`src/rtl/nrzi_tx_pkg.sv`:
```
package nrzi_tx_pkg;
  localparam logic LINE_J = 1'b1;

  typedef struct packed {
    logic vld;    // a symbol goes out this bit time
    logic val;    // symbol value before NRZI
    logic first;  // symbol opens a packet
  } sym_t;
endpackage

```
`src/rtl/nrzi_bit_timer.sv`:
```
module nrzi_bit_timer #(
  parameter int LS_DIV = 32,
  parameter int FS_DIV = 4
) (
  input  logic clk_i,
  input  logic rst_ni,
  input  logic fast_i,
  output logic tick_o
);
  localparam int MAX_DIV = (LS_DIV > FS_DIV) ? LS_DIV : FS_DIV;
  localparam int CNT_W   = $clog2(MAX_DIV);

  logic [CNT_W-1:0] cnt_q;

  assign tick_o = (cnt_q == '0);

  always_ff @(posedge clk_i or negedge rst_ni) begin
    if (!rst_ni)     cnt_q <= '0;
    else if (tick_o) cnt_q <= fast_i ? CNT_W'(FS_DIV - 1) : CNT_W'(LS_DIV - 1);
    else             cnt_q <= cnt_q - 1'b1;
  end

  // bit times never fall on adjacent clocks (both dividers >= 2)
  a_r10_tick_gap: assert property (@(posedge clk_i) disable iff (!rst_ni)
    tick_o |=> !tick_o);
endmodule

```
`src/rtl/nrzi_bit_stuffer.sv`:
```
module nrzi_bit_stuffer
  import nrzi_tx_pkg::*;
#(
  parameter int STUFF_RUN = 6
) (
  input  logic clk_i,
  input  logic rst_ni,
  input  logic tick_i,
  input  logic in_valid_i,
  input  logic in_data_i,
  input  logic in_sop_i,
  input  logic in_eop_i,
  output logic in_ready_o,
  output sym_t sym_o,
  output logic pkt_open_o
);
  localparam int CW = $clog2(STUFF_RUN + 1);

  logic [CW-1:0] ones_q, run_base, run_nxt;
  logic          stuff_q, open_q, last_q;
  logic          accept, hit;

  assign in_ready_o = tick_i && !stuff_q;
  assign accept     = in_valid_i && in_ready_o;
  assign run_base   = in_sop_i ? '0 : ones_q;
  assign run_nxt    = in_data_i ? run_base + 1'b1 : '0;
  assign hit        = in_data_i && (run_nxt == CW'(STUFF_RUN));

  assign sym_o.vld   = accept || (tick_i && stuff_q);
  assign sym_o.val   = stuff_q ? 1'b0 : in_data_i;
  assign sym_o.first = !stuff_q && in_sop_i;
  assign pkt_open_o  = open_q;

  always_ff @(posedge clk_i or negedge rst_ni) begin
    if (!rst_ni) begin
      ones_q  <= '0;
      stuff_q <= 1'b0;
      open_q  <= 1'b0;
      last_q  <= 1'b0;
    end else if (tick_i && stuff_q) begin
      ones_q  <= '0;
      stuff_q <= 1'b0;
      if (last_q) open_q <= 1'b0;
    end else if (accept) begin
      ones_q  <= run_nxt;
      stuff_q <= hit;
      last_q  <= in_eop_i;
      open_q  <= !in_eop_i || hit;  // stay open through a trailing stuffed bit
    end
  end

  a_r4_run_bound: assert property (@(posedge clk_i) disable iff (!rst_ni)
    (ones_q < CW'(STUFF_RUN)) || stuff_q);

  a_r4_stall_one_bit: assert property (@(posedge clk_i) disable iff (!rst_ni)
    (stuff_q && tick_i) |=> !stuff_q);
endmodule

```
`src/rtl/nrzi_line_enc.sv`:
```
module nrzi_line_enc
  import nrzi_tx_pkg::*;
(
  input  logic clk_i,
  input  logic rst_ni,
  input  logic tick_i,
  input  sym_t sym_i,
  input  logic pkt_open_i,
  output logic line_o
);
  logic line_q, base;

  assign base   = sym_i.first ? LINE_J : line_q;
  assign line_o = line_q;

  always_ff @(posedge clk_i or negedge rst_ni) begin
    if (!rst_ni)                   line_q <= LINE_J;
    else if (sym_i.vld)            line_q <= sym_i.val ? base : ~base;
    else if (tick_i && !pkt_open_i) line_q <= LINE_J;
  end

  a_r2_zero_toggles: assert property (@(posedge clk_i) disable iff (!rst_ni)
    (sym_i.vld && !sym_i.val && !sym_i.first) |=> (line_q != $past(line_q)));

  a_r3_one_holds: assert property (@(posedge clk_i) disable iff (!rst_ni)
    (sym_i.vld && sym_i.val && !sym_i.first) |=> (line_q == $past(line_q)));

  a_r7_sop_from_j: assert property (@(posedge clk_i) disable iff (!rst_ni)
    (sym_i.vld && sym_i.first && sym_i.val) |=> (line_q == LINE_J));
endmodule

```
`src/rtl/nrzi_stuff_tx.sv`:
```
module nrzi_stuff_tx
  import nrzi_tx_pkg::*;
#(
  parameter int LS_DIV    = 32,
  parameter int FS_DIV    = 4,
  parameter int STUFF_RUN = 6
) (
  input  logic clk_i,
  input  logic rst_ni,
  input  logic fast_i,
  input  logic in_valid_i,
  input  logic in_data_i,
  input  logic in_sop_i,
  input  logic in_eop_i,
  output logic in_ready_o,
  output logic dp_o,
  output logic dn_o
);
  logic tick, pkt_open, line;
  sym_t sym;

  nrzi_bit_timer #(.LS_DIV(LS_DIV), .FS_DIV(FS_DIV)) u_timer (
    .clk_i(clk_i), .rst_ni(rst_ni), .fast_i(fast_i), .tick_o(tick)
  );

  nrzi_bit_stuffer #(.STUFF_RUN(STUFF_RUN)) u_stuff (
    .clk_i(clk_i), .rst_ni(rst_ni), .tick_i(tick),
    .in_valid_i(in_valid_i), .in_data_i(in_data_i),
    .in_sop_i(in_sop_i), .in_eop_i(in_eop_i),
    .in_ready_o(in_ready_o), .sym_o(sym), .pkt_open_o(pkt_open)
  );

  nrzi_line_enc u_enc (
    .clk_i(clk_i), .rst_ni(rst_ni), .tick_i(tick),
    .sym_i(sym), .pkt_open_i(pkt_open), .line_o(line)
  );

  assign dp_o = line;
  assign dn_o = ~line;

  a_r10_line_on_tick: assert property (@(posedge clk_i) disable iff (!rst_ni)
    !tick |=> $stable(dp_o));

  a_r5_ready_pulse: assert property (@(posedge clk_i) disable iff (!rst_ni)
    in_ready_o |=> !in_ready_o);
endmodule

```
`config.mk`:
```
export PLATFORM = sky130hd
export DESIGN_NAME = nrzi_stuff_tx
export DESIGN_NICKNAME = d
export VERILOG_FILES = /design/src/rtl/nrzi_tx_pkg.sv /design/src/rtl/nrzi_bit_timer.sv /design/src/rtl/nrzi_bit_stuffer.sv /design/src/rtl/nrzi_line_enc.sv /design/src/rtl/nrzi_stuff_tx.sv
export SDC_FILE = /design/constraint.sdc
export NUM_CORES = 1
export LEC_CHECK = 0
export BUFFER_PORTS_ARGS = -buffer_cell sky130_fd_sc_hd__buf_2
export CAP_MARGIN = 10
export CORE_AREA = 4 4 41 43
export DETAILED_ROUTE_END_ITERATION = 8
export DIE_AREA = 0 0 45 47
export PLACE_DENSITY = 0.69
export SYNTH_ARGS = -nofsm -noshare
export SYNTH_HDL_FRONTEND = slang
export SYNTH_SLANG_ARGS = --single-unit
```
`constraint.sdc`:
```
create_clock -name clk_i -period 4.7 [get_ports clk_i]
set_input_delay 0.235 -clock clk_i [delete_from_list [all_inputs] [get_ports clk_i]]
set_output_delay 0.235 -clock clk_i [all_outputs]
set_load 0.02 [all_outputs]
```
==> metrics.txt <==
Slew headroom 63.3%; Setup Crit Path Kind flip-flop to output port; Total Power 0.000337 W; Pwr Density 453 mW/mm^2; WP data required 4.47 ns; worst hold path type input port to flip-flop; Post-Place Cells 87; Total GRT Usage 13.4%; Post-Synth Simple-Gate Area 22.9%; gr ovfl total 0; Critical Path AT 1.94 ns; sequential power share 51.5%; Synth cell types 28; area grow syn2layout 14.5%; DR pass1 iterations 2; Peak supply drop 202 uV; post-route insts no fill 92; synthesized area 649 sq um; I/O pin total 10; Hold WS 0.161 ns; antenna-violating nets left 0; crit path capture type output port; Site Rows 13; Post-Synth XOR/XNOR Area 4.05%; Worst setup SP type flip-flop; die area 0.00212 sq mm; DRT iter0 DRCs 6; Layout fillers 121; htree depth 1; GR peak layer met2; I/O Buffers 9; CTS tree done; max-cap violation count 0; Syn. warnings 0; vias in the first global route 508; design area 743 sq um; outcome complete, no violations; sequential share of the synthesized area 46.4%; worst clock skew 0.00562 ns; Psw 0.000113 W; clock slew at reported path FFs 0.08 ns; f_max 0.460 GHz; Pleak 0.366 nW; initial antenna violation count 0; DR DRC count 0; # clock sinks 12; Worst Max-Slew Pin Slew 0.544 ns; count of final setup violators 0; Net Sw Frac 33.7%; Synthesized Nets 74; CTS Buf Count 3; Int Pwr 0.000223 W; post-synthesis mux area share 5.39%; Synth Instances 65; post-cts sizing count 0; Vias 500; crit path max fanout 8; final hold violation count 0; main combinational cell family by area after synthesis simple AND/OR/NAND/NOR gates; combinational share of power 24.1%; compound-gate portion of the synthesized area 11.9%; clock share of power 24.4%; final WL 1.17 mm; number of flops mapped to enable cells by yosys 0; post-synthesis area per instance 9.99 sq um; largest net degree at the start of global routing 13; grt met3 use 2.68%; number of synthesized register bits 12; DP Wirelength 896 um; met1 Use GR 14.9%; layout cells sized above 1 23.4%; Horiz. Die Dim 45 um; Nets 87; routability cong. 0.762; Slew Limit Fails 0; clock tree buffer depth 2; Die Y 47 um; fin crit share 46.2%; ant diodes 0; Fin Setup TNS 0 ns; Area after DPL 697 sq um; Tmin final 2.17 ns; average routed wire per standard cell 12.8 um; Vias/cell 5.43; core area 0.00130 sq mm; starting density of the core 49.9%; Async S/R FF share, synth 100%; post-synthesis adder-cell area fraction 3.85%; Top FF cell, synth dfrtp_1; clk root buf clkbuf_4; Clk Latency, worst-skew pair 0.27 ns; global-route wire length before repair 1.99 mm; M2 GR Usage 21.8%; unrepaired setup endpoints after global routing no
## kinds of logic (layout without fill, tap and decap cells)
family | count (synthesis) | count (layout)
fa+ha+maj | 2 | 2
simple gates | 25 | 25
flops | 12 | 12
buf+inv | 7 | 19
xor+xnor | 3 | 3
mux | 3 | 3
compound gates | 13 | 13
## metal layers
layer,vias to the layer above,routed length (um),part of all wire (%)
met2,7,579,49
met3,2,57,4.9
met4,0,12,1.0
met5,-,0,0
met1,240,523,45
li1,251,-,-
## Yosys cell counts, types with 2 or more instances
library cell	n	area, sq um
inv_1	5	18.8
mux2i_1	2	20.0
nand2_1	6	22.5
nor4b_1	2	17.5
nor2_1	4	15.0
dfrtp_1	11	275
nand3_1	3	15.0
a21oi_1	3	15.0
xnor2_1	2	17.5
o21ai_0	6	30.0
ha_1	2	25.0
nor3_1	2	10.0
nor2b_1	2	12.5
## worst max-delay path, stage by stage, from the launching register on
cell and delay, ns:
dfrtp_1 0.40, inv_1 0.07, ha_1 0.21, or4b_1 0.66
nor2_4 0.16, buf_2 0.18
## power by group through the flow
stage | clock, W | sequential (W) | combinational [W]
3_3_place_gp | 0 | 0.000174 | 0.0000812
5_1_grt | 0.0000891 | 0.000179 | 0.0000918
3_5_place_dp | 0 | 0.000175 | 0.0000818
6_report | 0.0000822 | 0.000173 | 0.0000811
2_1_floorplan | 0 | 0.000165 | 0.0000650
4_1_cts | 0.0000857 | 0.000174 | 0.0000825
## cells in the final DEF, fill, tap and decap left out, types with 2 or more instances in the layout
master and instances:
inv_1 5, mux2i_1 2, nand3_1 3, nor3_1 2, o21ai_0 6, nor2_1 4, ha_1 2, buf_2 9
nor4b_1 2, nor2b_1 2, dfrtp_1 11, xnor2_1 2, a21oi_1 3, nand2_1 6, clkbuf_4 3
## sequential cells by signal, indices dropped and copies added (netlist names)
signal              count
u_enc.line_o            1
u_stuff.last_q          1
u_stuff.ones_q          3
u_stuff.pkt_open_o      1
u_stuff.stuff_q         1
u_timer.cnt_q           5
## metrics by stage
| step | util [%] | worst slack [ns] |
|---|---|---|
| after global placement | 53.6 | 2.80 |
| after detailed placement | 53.6 | 2.73 |
| after CTS | 57.1 | 2.50 |
| final | 57.1 | 2.53 |
| after floorplan | - | 2.85 |
| after global routing | 57.1 | 2.43 |
## worst paths after layout
kind	start	endpoint	slack, ns	cells past startpoint
max	u_timer.cnt_q[0]	in_ready_o	2.53	5
min	fast_i	u_timer.cnt_q[2]	0.16	2
max reg2reg	u_timer.cnt_q[0]	u_stuff.pkt_open_o	2.73	6
min reg2reg	u_stuff.ones_q[0]	u_stuff.ones_q[0]	0.47	2
max in group asynchronous	rst_ni	u_enc.line_o	4.07	2
min in group asynchronous	rst_ni	u_stuff.ones_q[1]	0.36	2
## final cells by class
class | count | area, sq um | share of cell area, %
Clock buffer | 4 | 36.3 | 4.88
Inverter | 5 | 18.8 | 2.53
Multi-Input combinational cell | 46 | 313 | 42.1
Sequential cell | 12 | 302 | 40.6
Tap cell | 15 | 18.8 | 2.53
Timing Repair Buffer | 10 | 55.1 | 7.41
## timing repair
action,CTS,global route
buffers inserted,0,0
hold buffers,1,0
endpoints found under the hold margin,11,0
No activity file was read; power rests on OpenSTA's default activity.
